**src/rtl/click_free_switch.sv**
```systemverilog
module click_free_switch #(
  parameter int DW             = 16,
  parameter int WAIT_FRAMES    = 4096,
  parameter int SETTLE_FRAMES  = 30,
  parameter int TIMEOUT_FRAMES = 65536
) (
  input  logic          clk,
  input  logic          rst_n,
  input  logic          lrclk,
  input  logic [DW-1:0] s0_l,
  input  logic [DW-1:0] s0_r,
  input  logic [DW-1:0] s1_l,
  input  logic [DW-1:0] s1_r,
  input  logic          ctl_we,
  input  logic          ctl_out_en,
  input  logic          ctl_sel,
  input  logic          ctl_in_en,
  input  logic          auto_go,
  output logic [DW-1:0] out_l,
  output logic [DW-1:0] out_r,
  output logic          out_valid,
  output logic          muted,
  output logic          busy,
  output logic          wait_done,
  output logic          deep_muted,
  output logic          sel_now
);
  localparam int WCW = $clog2(WAIT_FRAMES + 1);
  localparam int TCW = $clog2(TIMEOUT_FRAMES + 1);
  localparam int SCW = $clog2(SETTLE_FRAMES + 1);

  typedef enum logic [1:0] {S_IDLE, S_MUTE, S_WAIT, S_UNMUTE} st_t;

  st_t           st;
  logic [2:0]    sy;
  logic          in_en_q, gate_q, want_mute, mute_l, mute_r, sel_q;
  logic [DW-1:0] prev_l, prev_r;
  logic [WCW-1:0] wcnt;
  logic [TCW-1:0] tcnt;
  logic [SCW-1:0] dcnt;

  wire rise = sy[1] & ~sy[2];
  wire gate_nx = in_en_q;
  wire [DW-1:0] smp_l = gate_nx ? (sel_q ? s1_l : s0_l) : '0;
  wire [DW-1:0] smp_r = gate_nx ? (sel_q ? s1_r : s0_r) : '0;
  wire zc_l = (smp_l[DW-1] != prev_l[DW-1]) || (smp_l == '0);
  wire zc_r = (smp_r[DW-1] != prev_r[DW-1]) || (smp_r == '0);
  wire pend_l = want_mute ? ~mute_l : mute_l;
  wire pend_r = want_mute ? ~mute_r : mute_r;
  wire act = (pend_l | pend_r) & (want_mute | gate_nx);
  wire frc = act && (tcnt == TCW'(TIMEOUT_FRAMES - 1));
  wire mute_l_nx = want_mute ? (mute_l | zc_l | frc) : (mute_l & ~(gate_nx & (zc_l | frc)));
  wire mute_r_nx = want_mute ? (mute_r | zc_r | frc) : (mute_r & ~(gate_nx & (zc_r | frc)));

  assign muted      = mute_l & mute_r;
  assign busy       = (st != S_IDLE);
  assign sel_now    = sel_q;
  assign deep_muted = (dcnt == SCW'(SETTLE_FRAMES));

  always_ff @(posedge clk or negedge rst_n) begin
    if (!rst_n) begin
      sy <= '0; out_valid <= 1'b0; out_l <= '0; out_r <= '0;
      in_en_q <= 1'b1; gate_q <= 1'b1; want_mute <= 1'b1; sel_q <= 1'b0;
      mute_l <= 1'b1; mute_r <= 1'b1; prev_l <= '0; prev_r <= '0;
      wcnt <= '0; tcnt <= '0; dcnt <= '0; st <= S_IDLE; wait_done <= 1'b0;
    end else begin
      sy <= {sy[1:0], lrclk};
      out_valid <= rise;
      if (ctl_we) begin
        in_en_q <= ctl_in_en;
        if (!busy) begin
          want_mute <= ~ctl_out_en;
          sel_q     <= ctl_sel;
        end
      end
      if (auto_go && st == S_IDLE) begin
        want_mute <= 1'b1;
        wait_done <= 1'b0;
        st        <= S_MUTE;
      end
      if (rise) begin
        gate_q <= gate_nx;
        mute_l <= mute_l_nx;
        mute_r <= mute_r_nx;
        prev_l <= smp_l;
        prev_r <= smp_r;
        out_l  <= mute_l_nx ? '0 : smp_l;
        out_r  <= mute_r_nx ? '0 : smp_r;
        tcnt   <= (act && !frc) ? tcnt + 1'b1 : '0;
        if (gate_nx) dcnt <= '0;
        else if (!gate_q && dcnt != SCW'(SETTLE_FRAMES)) dcnt <= dcnt + 1'b1;
        case (st)
          S_MUTE: if (mute_l_nx && mute_r_nx) begin
            wcnt <= '0;
            st   <= S_WAIT;
          end
          S_WAIT: if (wcnt == WCW'(WAIT_FRAMES - 1)) begin
            sel_q     <= ~sel_q;
            want_mute <= 1'b0;
            wait_done <= 1'b1;
            st        <= S_UNMUTE;
          end else wcnt <= wcnt + 1'b1;
          S_UNMUTE: if (!mute_l_nx && !mute_r_nx) st <= S_IDLE;
          default: ;
        endcase
      end
    end
  end

  p_silent_when_muted_r1: assert property (@(posedge clk) disable iff (!rst_n)
    (out_valid && muted) |-> (out_l == '0 && out_r == '0));
  p_gate_zero_r3: assert property (@(posedge clk) disable iff (!rst_n)
    (out_valid && !gate_q) |-> (out_l == '0 && out_r == '0));
  p_deep_needs_closed_r4: assert property (@(posedge clk) disable iff (!rst_n)
    deep_muted |-> !gate_q);
  p_switch_while_muted_r5: assert property (@(posedge clk) disable iff (!rst_n)
    (busy && !$stable(sel_q)) |-> (muted && wait_done));
  p_valid_single_r7: assert property (@(posedge clk) disable iff (!rst_n)
    out_valid |=> !out_valid);
endmodule

```
**config.mk**
```make
export PLATFORM = sky130hd
export DESIGN_NAME = click_free_switch
export DESIGN_NICKNAME = d
export VERILOG_FILES = /design/src/rtl/click_free_switch.sv
export SDC_FILE = /design/constraint.sdc
export NUM_CORES = 1
export LEC_CHECK = 0
export CAP_MARGIN = 20
export CORE_MARGIN = 2
export CORE_UTILIZATION = 45
export CTS_CLUSTER_DIAMETER = 50
export DETAILED_ROUTE_END_ITERATION = 7
export PLACE_DENSITY = 0.77
export SETUP_SLACK_MARGIN = 0.05
export SLEW_MARGIN = 30
export SYNTH_ARGS = -nofsm -noshare
export SYNTH_HDL_FRONTEND = slang
export SYNTH_SLANG_ARGS = --single-unit
export TNS_END_PERCENT = 1
```
**constraint.sdc**
```tcl
create_clock -name clk -period 2.3 [get_ports clk]
set_input_delay 0.46 -clock clk [delete_from_list [all_inputs] [get_ports clk]]
set_output_delay 0.46 -clock clk [all_outputs]
set_load 0.01 [all_outputs]
```
; Yosys cells after proc, flatten, opt, wreduce, memory -nomap -nowiden
; Cells that the tools add are included.
; W data, S select, Z words.
[totals]
inputBits = 72
ff_bits = 112
[op_classes]
bitwise_logic = 22
n_reduce_logical = 20
eq_ne = 11
n_mux = 37
n_addsub = 3
[op_table]
columns = operator, count
row1 = $mux W16, 6
row2 = $logic_not A16 Y1, 2
row3 = $mux W13, 2
row4 = $pmux W13 S2, 1
row5 = $mux W1, 19
row6 = $add A17 B1 Y17 const B, 1
row7 = $eq A17 B16 Y1 const B, 1
row8 = $mux W17, 1
row9 = $add A13 B1 Y13 const B, 1
row10 = $eq A13 B12 Y1 const B, 1
row11 = $mux W2, 5
row12 = $mux W5, 2
row13 = $or A1 B1 Y1, 8
row14 = $and A1 B1 Y1, 7
row15 = $not A1 Y1, 7
row16 = $logic_and A1 B1 Y1, 6
row17 = $pmux W2 S3, 1
row18 = $reduce_bool A2 Y1, 3
row19 = $add A5 B1 Y5 const B, 1
row20 = $eq A5 B5 Y1 const B, 1
row21 = $ne A5 B5 Y1 const B, 1
row22 = $eq A2 B2 Y1 const B, 2
row23 = $logic_not A1 Y1, 4
row24 = $ne A2 B2 Y1 const B, 2
row25 = 6 further kinds, 8

; Longest topological paths before layout
; Gate-level depths: netlist of the first run.
[depth]
depth_word = 15
ltp_mapped = 12

; Least setup slack after synthesis of the first run
; Ideal clock, no wire load.
[synth_path]
path_type = register -> register
from = register tcnt[0]
to = register out_l[2]
period_less_slack_ns = 2.532
required_time_ns = 2.226
setup_time_ns = 0.074
arrival_ns = 2.457
slack_ns = -0.232
path_stages_with_launch = 12
path_cell_list = dfrtp_1 -> ha_1 -> nand3_1 -> nor2_1 -> and4_1 -> ha_1 -> a211oi_2 -> o21ai_2 -> a22o_1 -> or3_4 -> buf_6 -> o21ai_2
[synth_between]
elab_chain_cells = 8
elab_cells_between_ends = 9
[synth_lines]
columns = element, line
row1 = start: declaration, 39  ; logic [TCW-1:0] tcnt;
row2 = start signal: assignment, 89  ; tcnt <= (act && !frc) ? tcnt + 1'b1 : '0;
row3 = $eq A17 B16 Y1 (*), 51  ; wire frc = act && (tcnt == TCW'(TIMEOUT_FRAMES - 1));
row4 = $logic_and A1 B1 Y1 (*), 51
row5 = $or A1 B1 Y1, 52  ; wire mute_l_nx = want_mute ? (mute_l | zc_l | frc) : (mute_l & ~(gate_nx & (zc_l | frc)));
row6 = $and A1 B1 Y1, 52
row7 = $not A1 Y1, 52
row8 = $and A1 B1 Y1, 52
row9 = $mux W1 (*), 52
row10 = $mux W16 (*), 87  ; out_l <= mute_l_nx ? '0 : smp_l;
row11 = end signal: assignment, 87
row12 = end: declaration, 19  ; output logic [DW-1:0] out_l,
; Mark *: on every way between the ends. The rest lies on a longest branch, timed or not.
; A chain may end at the register's enable or synchronous reset.

; Final worst setup path of the first run
[layout_path]
from = register tcnt[1]
to = register out_l[3]
; Same word-level chain as after synthesis.

==> results of run 1 <==
## layout make-up
type                       instances  share of cell area
tap                              133              0.0254
inverter                          10             0.00573
clock inverter                     4             0.00802
multi-input combinational        363               0.376
timing repair buffer             176               0.250
sequential                        82               0.314
clock buffer                      12              0.0206
## through the flow
stage               instances  utilization  power [mW]  cell area (µm²)
floorplan                 475            -        3.02             4480
CTS                       779        0.668        5.16             6470
detailed placement        760        0.634        3.99             6140
finish                    780        0.677        5.24             6550
global route              780        0.677        5.56             6550
global placement          760        0.634        3.92             6140
## cells in the final DEF (no fill, tap or decap), types with 6 or more instances in the layout
| cell | count |
|---|---|
| a21oi_1 | 13 |
| a31oi_1 | 6 |
| buf_4 | 63 |
| clkbuf_8 | 9 |
| clkdlybuf4s50_1 | 107 |
| dfrtp_1 | 76 |
| ha_1 | 7 |
| inv_1 | 8 |
| mux2i_1 | 27 |
| nand2_1 | 80 |
| nand2b_1 | 6 |
| nand3_1 | 13 |
| nand4_1 | 9 |
| nor2_1 | 31 |
| nor3_1 | 8 |
| nor4_1 | 10 |
| o21ai_0 | 26 |
| o21ai_1 | 21 |
| o21ai_2 | 14 |
| o31ai_2 | 6 |
| xor2_1 | 8 |
## what timing repair did
action | 4_1_cts | 5_1_grt
gates cloned | 1 | 0
pin swaps | 8 | 5
setup buffers | 2 | 1
gates resized for setup | 21 | 19
setup endpoints to repair | 46 | 61
## worst max-delay path, delay by kind of cell (launching register included)
| family | cells | cell delay (ps) |
|---|---|---|
| AOI/OAI and AO/OA | 4 | 810 |
| buffers and inverters | 1 | 130 |
| adders and majority gates | 2 | 370 |
| and+or+nand+nor | 4 | 720 |
| DFF | 1 | 400 |
## report_power, final
part           internal (mW)  total (mW)  leakage, nW  switching, mW
registers               1.68        1.85         1.08          0.168
logic                   1.19        2.37         1.74           1.18
clock network          0.503        1.02       0.0828          0.517
total                   3.37        5.24         2.91           1.86
## worst min path at each step
stage                               start                   end  depth (start not counted)  slack (ps)
after floorplan                     rst_n   dcnt[0]$_DFFE_PN0P_                          0         160
after global placement    sy[0]$_DFF_PN0_       sy[1]$_DFF_PN0_                          0         340
after detailed placement  sy[0]$_DFF_PN0_       sy[1]$_DFF_PN0_                          0         350
after CTS                           rst_n  out_l[0]$_DFFE_PN0P_                          1           3
after global routing                rst_n  out_l[2]$_DFFE_PN0P_                          1          10
final                               rst_n  out_l[0]$_DFFE_PN0P_                          1          -5
## flip-flops by register name, summed over array words and instances, names as in the netlist, 2 cells and up
signal and flops:
tcnt 17, sy 3, st 2, wcnt 13, out_l 16, out_r 16
dcnt 5
## kinds of logic after synthesis
kind of cell,synth area share
buf+inv,0.0313
mux,0.0785
compound gates,0.169
fa+ha+maj,0.0282
simple gates,0.209
xor+xnor,0.0217
flops,0.463
## layer usage
metal,GRT usage,up-vias,wire length (µm)
li1,-,2041,-
met1,0.310,2090,5260
met2,0.406,105,6180
met3,0.0309,21,464
met4,0.0992,0,286
met5,0,-,0
==> impl_metrics.tcl, run 1 <==
set metrics [dict create \
    synthDistinctLibCells 54 \
    synthCells 475 \
    relSlewSlack 0.685 \
    drc 0 \
    rsz0062_at_grt "yes" \
    setup_tns_ps -5160 \
    syn_nets 557 \
    vdd.ir_drop.worst_uv 401 \
    dr.first_iter.drc_count 225 \
    syn_avg_cell_area_um2 9.36 \
    synth_ff_type "dfrtp_1" \
    r2r-end "out_l[3]$_DFFE_PN0P_" \
    ctsHtreeMaxLevel 3 \
    dp_hpwl_mm 9.09 \
    drv_slew 0 \
    grt-ovfl-total 0 \
    ys_top_cells_by_count "nand2_1 (81), dfrtp_1 (77), nor2_1 (34)" \
    p_leak_nw 2.91 \
    path_cells "ha_2 > nand3_2 > nor2_2 > and4_4 > ha_4 > a211oi_4 > o21ai_4 > buf_6 > a22o_4 > or3_4 > o21ai_2" \
    violations "hold timing, setup timing" \
    grt_pass1_wl_mm 19.9 \
    crit_path_start_kind "flop" \
    ctsHoldBuffers 0 \
    fp.dieH_um 103 \
    synth_top_cell_area_share 0.434 \
    yosysWarnings 0 \
    worstMarginPinSlew_ps 473 \
    max-clock-path-buffers 2 \
    clk_latency_ps 360 \
    reg2reg_depth 11 \
    seqCellArea_um2 2060 \
    outcome "finished, violations left" \
    yosysSeqAreaShare 0.463 \
    nFillCells 758 \
    cts.sinks 82 \
    dieArea_um2 10700 \
    period_minus_slack_ps 2490 \
    hold_viol 5 \
    startpoint "tcnt[1]$_DFFE_PN0P_" \
    powerDensity_nw_per_um2 799 \
    setup_slack_ps -192 \
    syn-cell-area_um2 4440 \
    report.final.setup_viol 44 \
    setup.worst_path.end "out_l[3]$_DFFE_PN0P_" \
    cp_slowest_cell "dfrtp_1" \
    cts_root_buf "clkbuf_8" \
    core_area_um2 9680 \
    rr_startpoint "tcnt[1]$_DFFE_PN0P_" \
    required_ps 2580 \
    routed_wl_mm 12.2 \
    yosysTopAreaCell "dfrtp_1" \
    clk_pin_slew_worst_paths_ps 80 \
    synth.most_common_cell "nand2_1" \
    grt_pass1_vias 4279 \
    ant_nets 0 \
    hp-class "in -> async" \
    antenna_cells 0 \
    crit_fanout 6 \
    cp-end-kind "flop" \
    top_level_ports 110 \
    gp_congestion 0.913 \
    multi_input_area_um2 2460 \
    vias_per_cell 5.46 \
    antenna_found_initial 0 \
    dp_slack_ps -598 \
    placementRows 36 \
    holdWs_ps -5.36 \
    grt_max_degree 42 \
    clock.fmax_ghz 0.401 \
    initial_core_util 0.459 \
    dr.pass1.iters 4 \
    numPortBuffers 109 \
    fin_crit_sh 1.08 \
    die_w_um 103 \
    ys_seq_elements 82 \
    vias 4257 \
    max_stage_delay_ps 400 \
    fin_skew_ps 9.78 \
    crit_arrival_ps 2770 \
    grt_use_total 0.239 \
    numCtsBuffers 9 \
    maxCapViolCount 0 \
    fin_nets 724 \
    drive_gt1_frac 0.230 \
    synth.top_cells.by_area "dfrtp_1 (43%), nand2_1 (6.8%), mux2i_1 (6.1%), o21ai_0 (3.3%), dfstp_2 (3.0%)" \
    synthToLayoutAreaGrowth_pct 47.5 \
    detail_route.wl_per_cell_um 15.6 \
    criticalPathCategory "reg -> reg" \
    cts_tree "done" \
    synth-edff-count 0 \
    async_reset_ff_frac 1.00 \
    r2r_slack_ps -190 \
]
Power figures use the tool's default switching activity.
==> run 2, diff against run 1 <==
--- a/config.mk
+++ b/config.mk
@@ -6,12 +6,9 @@
 export NUM_CORES = 1
 export LEC_CHECK = 0
 export CAP_MARGIN = 20
-export CORE_MARGIN = 2
 export CORE_UTILIZATION = 45
-export CTS_CLUSTER_DIAMETER = 50
 export DETAILED_ROUTE_END_ITERATION = 7
 export PLACE_DENSITY = 0.77
-export SETUP_SLACK_MARGIN = 0.05
 export SLEW_MARGIN = 30
 export SYNTH_ARGS = -nofsm -noshare
 export SYNTH_HDL_FRONTEND = slang
==> impl_metrics.tcl, run 2 (same netlist as run 1, synthesis figures left out) <==
set metrics [dict create \
    dp_slack_ps -704 \
    reg.largest.list "tcnt: 17 flops, out_l: 16 flops, out_r: 16 flops" \
    placementRows 35 \
    maxCapViolCount 0 \
    crit_fanout 6 \
    grt-ovfl-total 0 \
    r2r_slack_ps -200 \
    max-clock-path-buffers 2 \
    setup.worst_path.end "st[1]$_DFF_PN0_" \
    fp.dieH_um 101 \
    dieArea_um2 10300 \
    fin_nets 721 \
    drc 0 \
    initial_core_util 0.472 \
    cts_tree "done" \
    core_area_um2 9420 \
    holdWs_ps 63.4 \
    violations "setup timing" \
    crit_cells 10 \
    max_stage_delay_ps 450 \
    crit_path_start_kind "flop" \
    cp-end-kind "flop" \
    seqCellArea_um2 2060 \
    relSlewSlack 0.645 \
    required_ps 2540 \
    r2r-end "st[1]$_DFF_PN0_" \
    fin_crit_sh 1.09 \
    numCtsBuffers 9 \
    setup_slack_ps -203 \
    cp_slowest_cell "or4_1" \
    startpoint "sel_now$_DFF_PN0_" \
    vias_per_cell 5.54 \
    rr_startpoint "sel_now$_DFF_PN0_" \
    cp.buffers_inverters 2 \
    multi_input_area_um2 2430 \
    final_cell_mix "clkdlybuf4s50_1 (107), nand2_1 (81), dfrtp_1 (76)" \
    final_util 0.689 \
    vdd.ir_drop.worst_uv 544 \
    synthToLayoutAreaGrowth_pct 46.0 \
    period_minus_slack_ps 2500 \
    p_int_mw 3.37 \
    dr.first_iter.drc_count 270 \
    largest_reg_flops 17 \
    grt_max_degree 45 \
    grt_pass1_wl_mm 20.7 \
    path_cells "buf_12 > mux2_4 > nand2_1 > xor2_1 > nand2_1 > or4_1 > o221ai_2 > buf_4 > a21oi_1 > o31a_1" \
    p_total_mw 5.23 \
    nFillCells 743 \
    routed_wl_mm 12.5 \
    powerDensity_nw_per_um2 805 \
    cts.sinks 82 \
    clkPwrFrac 0.195 \
    drive_gt1_frac 0.216 \
    clock.fmax_ghz 0.400 \
    ctsHtreeMaxLevel 3 \
    regMostFlops "tcnt" \
    pwr-share-comb 0.447 \
    antenna_found_initial 0 \
    clk_latency_ps 370 \
    numPortBuffers 109 \
    hold_viol 0 \
    fin_skew_ps 10.8 \
    stdcell_count 773 \
    seqPwrFrac 0.359 \
    grt_pass1_vias 4399 \
    p_switching_mw 1.86 \
    drv_slew 0 \
    rsz0062_at_grt "yes" \
    reg2reg_depth 10 \
    crit_arrival_ps 2750 \
    vias 4286 \
    dp.cells 750 \
    dp_hpwl_mm 9.07 \
    p_sw_frac 0.356 \
    outcome "finished, violations left" \
    report.final.setup_viol 42 \
    p_leak_nw 2.86 \
    worstMarginPinSlew_ps 533 \
    detail_route.wl_per_cell_um 16.1 \
    mostFrequentLayoutCell "clkdlybuf4s50_1" \
    gp_congestion 0.872 \
    critical-path-top-delay-family "simple AND/OR/NAND/NOR gates" \
    ant_nets 0 \
    hp-class "in -> async" \
    top_level_ports 110 \
    dr.pass1.iters 5 \
    clk_pin_slew_worst_paths_ps 80 \
    cts_root_buf "clkbuf_8" \
    crit_top_cell "nand2_1" \
    grt_use_total 0.260 \
    criticalPathCategory "reg -> reg" \
    antenna_cells 0 \
    die_w_um 101 \
]
run 2: cell count changes in the layout (fill, tap and decap cells not counted), moves of 2 or more:
cell,previous run,this run
nor4_1,10,8
o21ai_1,21,24
o31ai_1,5,11
buf_4,63,56
o31ai_2,6,0
clkinv_2,0,4
buf_6,2,4
clkbuf_1,3,1
o21ai_2,14,12
clkinvlp_4,3,1
run 2: worst min-delay path by stage:
stage / slack [ps] / startpoint / cells past startpoint / to
after floorplan: 160 / rst_n / 0 / dcnt[0]$_DFFE_PN0P_
after global placement: 340 / sy[0]$_DFF_PN0_ / 0 / sy[1]$_DFF_PN0_
after detailed placement: 360 / sy[0]$_DFF_PN0_ / 0 / sy[1]$_DFF_PN0_
after CTS: 80 / rst_n / 1 / out_l[0]$_DFFE_PN0P_
after global routing: 110 / rst_n / 1 / out_l[0]$_DFFE_PN0P_
final: 60 / rst_n / 1 / out_l[0]$_DFFE_PN0P_
run 2: final cells by class:
cell class,count,area share
clock buffer,10,0.0197
clock inverter,6,0.00887
inverter,10,0.00578
multi-input combinational,364,0.375
sequential,82,0.317
tap,129,0.0249
timing repair buffer,172,0.249
run 2: timing repair:
| action | in CTS | in global routing |
|---|---|---|
| buffers inserted | 5 | 0 |
| gates cloned | 2 | 0 |
| pin swaps | 12 | 3 |
| setup endpoints to repair | 43 | 62 |
| hold buffers | 0 | 0 |
| gates resized for setup | 27 | 8 |
run 2: worst register-to-register path, stage by stage, from the launching register on:
cell	delay [ps]
dfrtp_2	430
buf_12	140
mux2_4	300
nand2_1	110
xor2_1	220
nand2_1	110
or4_1	450
o221ai_2	150
buf_4	180
a21oi_1	60
o31a_1	250
run 2: routing by layer:
metal,global-route usage,part of all wire,wire (µm),vias to the layer above
met3,0.0676,0.047,588,20
met4,0.0792,0.019,243,0
met5,0,0,0,-
li1,-,-,-,2037
met2,0.445,0.51,6310,123
met1,0.322,0.43,5340,2106
run 2: through the flow:
stage	setup TNS (ps)	cell area (µm²)
finish	-4530	6490
global route	-8950	6490
CTS	-2330	6460
detailed placement	-22850	6090
global placement	-18670	6090
floorplan	-2560	4480
run 2: power groups by stage:
stage                     clock (mW)  sequential [mW]  combinational (mW)
after detailed placement           0             1.93                2.05
after global routing            1.11             1.91                2.52
after floorplan                    0             1.91                1.11
final                           1.02             1.87                2.33
after CTS                       1.03             1.87                2.31
after global placement             0             1.92                2.00
==> run 3, diff against run 2 <==
--- a/config.mk
+++ b/config.mk
@@ -9,6 +9,7 @@
 export CORE_UTILIZATION = 45
 export DETAILED_ROUTE_END_ITERATION = 7
 export PLACE_DENSITY = 0.77
+export SKIP_CTS_REPAIR_TIMING = 1
 export SLEW_MARGIN = 30
 export SYNTH_ARGS = -nofsm -noshare
 export SYNTH_HDL_FRONTEND = slang
==> impl_metrics.tcl, run 3 (same netlist as run 1, synthesis figures left out) <==
set metrics [dict create \
    cp-end-kind "flop" \
    drive_gt1_frac 0.232 \
    setup_slack_ps -170 \
    rr_startpoint "tcnt[7]$_DFFE_PN0P_" \
    violations "setup timing" \
    regMostFlops "tcnt" \
    ctsHtreeMaxLevel 3 \
    dr.pass1.iters 4 \
    grt_use_total 0.247 \
    rsz0062_at_grt "yes" \
    required_ps 2560 \
    seqPwrFrac 0.359 \
    crit_path_start_kind "flop" \
    antenna_found_initial 0 \
    p_switching_mw 1.90 \
    relSlewSlack 0.647 \
    initial_core_util 0.472 \
    die_w_um 101 \
    stdcell_count 775 \
    cts.sinks 82 \
    detail_route.wl_per_cell_um 16.1 \
    drc 0 \
    hp-class "in -> async" \
    dieArea_um2 10300 \
    fp.dieH_um 101 \
    grt_pass1_vias 4260 \
    vias 4288 \
    p_leak_nw 2.89 \
    period_minus_slack_ps 2470 \
    fin_crit_sh 1.07 \
    crit_fanout 10 \
    reg2reg_depth 10 \
    powerDensity_nw_per_um2 808 \
    outcome "finished, violations left" \
    gp_congestion 0.872 \
    maxCapViolCount 0 \
    clk_latency_ps 360 \
    hold_viol 0 \
    dp.cells 750 \
    top_level_ports 110 \
    pwr-share-comb 0.448 \
    clkPwrFrac 0.193 \
    r2r-end "wcnt[8]$_DFFE_PN0P_" \
    final_cell_mix "clkdlybuf4s50_1 (107), nand2_1 (80), dfrtp_1 (76)" \
    placementRows 35 \
    report.final.setup_viol 41 \
    dp_slack_ps -704 \
    vias_per_cell 5.53 \
    numCtsBuffers 9 \
    p_sw_frac 0.359 \
    p_int_mw 3.38 \
    routed_wl_mm 12.5 \
    worstMarginPinSlew_ps 530 \
    vdd.ir_drop.worst_uv 604 \
    cts_tree "done" \
    core_area_um2 9420 \
    crit_arrival_ps 2730 \
    ant_nets 0 \
    largest_reg_flops 17 \
    cts_root_buf "clkbuf_8" \
    synthToLayoutAreaGrowth_pct 47.2 \
    mostFrequentLayoutCell "clkdlybuf4s50_1" \
    fin_nets 723 \
    grt_pass1_wl_mm 19.7 \
    reg.largest.list "tcnt: 17 flops, out_l: 16 flops, out_r: 16 flops" \
    fin_skew_ps 9.35 \
    dp_hpwl_mm 9.07 \
    max-clock-path-buffers 2 \
    antenna_cells 0 \
    r2r_slack_ps -170 \
    criticalPathCategory "reg -> reg" \
    clk_pin_slew_worst_paths_ps 80 \
    grt_max_degree 45 \
    drv_slew 0 \
    numPortBuffers 109 \
    grt-ovfl-total 0 \
    dr.first_iter.drc_count 188 \
    clock.fmax_ghz 0.405 \
]
[run 3: per-stage QoR]
stage	util	area (µm²)	setup TNS, ps	total power, mW	hold WS (ps)
global placement	0.647	6090	-18670	3.92	342
detailed placement	0.647	6090	-22850	3.98	362
CTS	0.666	6270	-7630	5.00	78.2
global route	0.695	6540	-7090	5.59	105
finish	0.695	6540	-3310	5.28	68.1
floorplan	-	4480	-2560	3.02	164
[run 3: final cells by class]
type / instances / area, µm²
inverters: 10 / 37.5
clock buffers: 10 / 128
well taps: 129 / 161
flip-flops and latches: 82 / 2060
fillers: 719 / 2880
repair buffers: 175 / 1630
clock inverters: 6 / 57.6
multi-input cells: 363 / 2470
[run 3: how the worst max path moves through the flow]
stage                              from              endpoint  slack [ps]  cells past startpoint
floorplan           tcnt[1]$_DFFE_PN0P_  out_l[2]$_DFFE_PN0P_        -160                     11
global placement               s0_r[10]   wcnt[2]$_DFFE_PN0P_        -510                      9
detailed placement              s0_l[0]   wcnt[5]$_DFFE_PN0P_        -700                      9
CTS                   sel_now$_DFF_PN0_   wcnt[8]$_DFFE_PN0P_        -370                      8
global route        tcnt[7]$_DFFE_PN0P_   wcnt[8]$_DFFE_PN0P_        -250                     10
finish              tcnt[7]$_DFFE_PN0P_   wcnt[8]$_DFFE_PN0P_        -170                     10
[run 3: metal layers]
layer	track usage	part of all wire
met1	0.309	0.43
met2	0.418	0.50
met3	0.0635	0.045
met4	0.0836	0.025
met5	0	0
[run 3: critical path, cell delays in order, from the launching register on]
cell,delay (ps)
dfrtp_1,390
and3_4,190
and3_4,150
and4_4,200
ha_4,180
a211oi_4,310
o22ai_2,170
nor2_2,160
a21oi_4,90
or2_4,300
o41ai_2,230
[run 3: power groups by stage]
stage	logic [mW]	registers, mW	clock network, mW
after floorplan	1.11	1.91	0
after global placement	2.00	1.92	0
after detailed placement	2.05	1.93	0
after CTS	2.06	1.90	1.03
after global routing	2.55	1.93	1.11
final	2.37	1.90	1.02
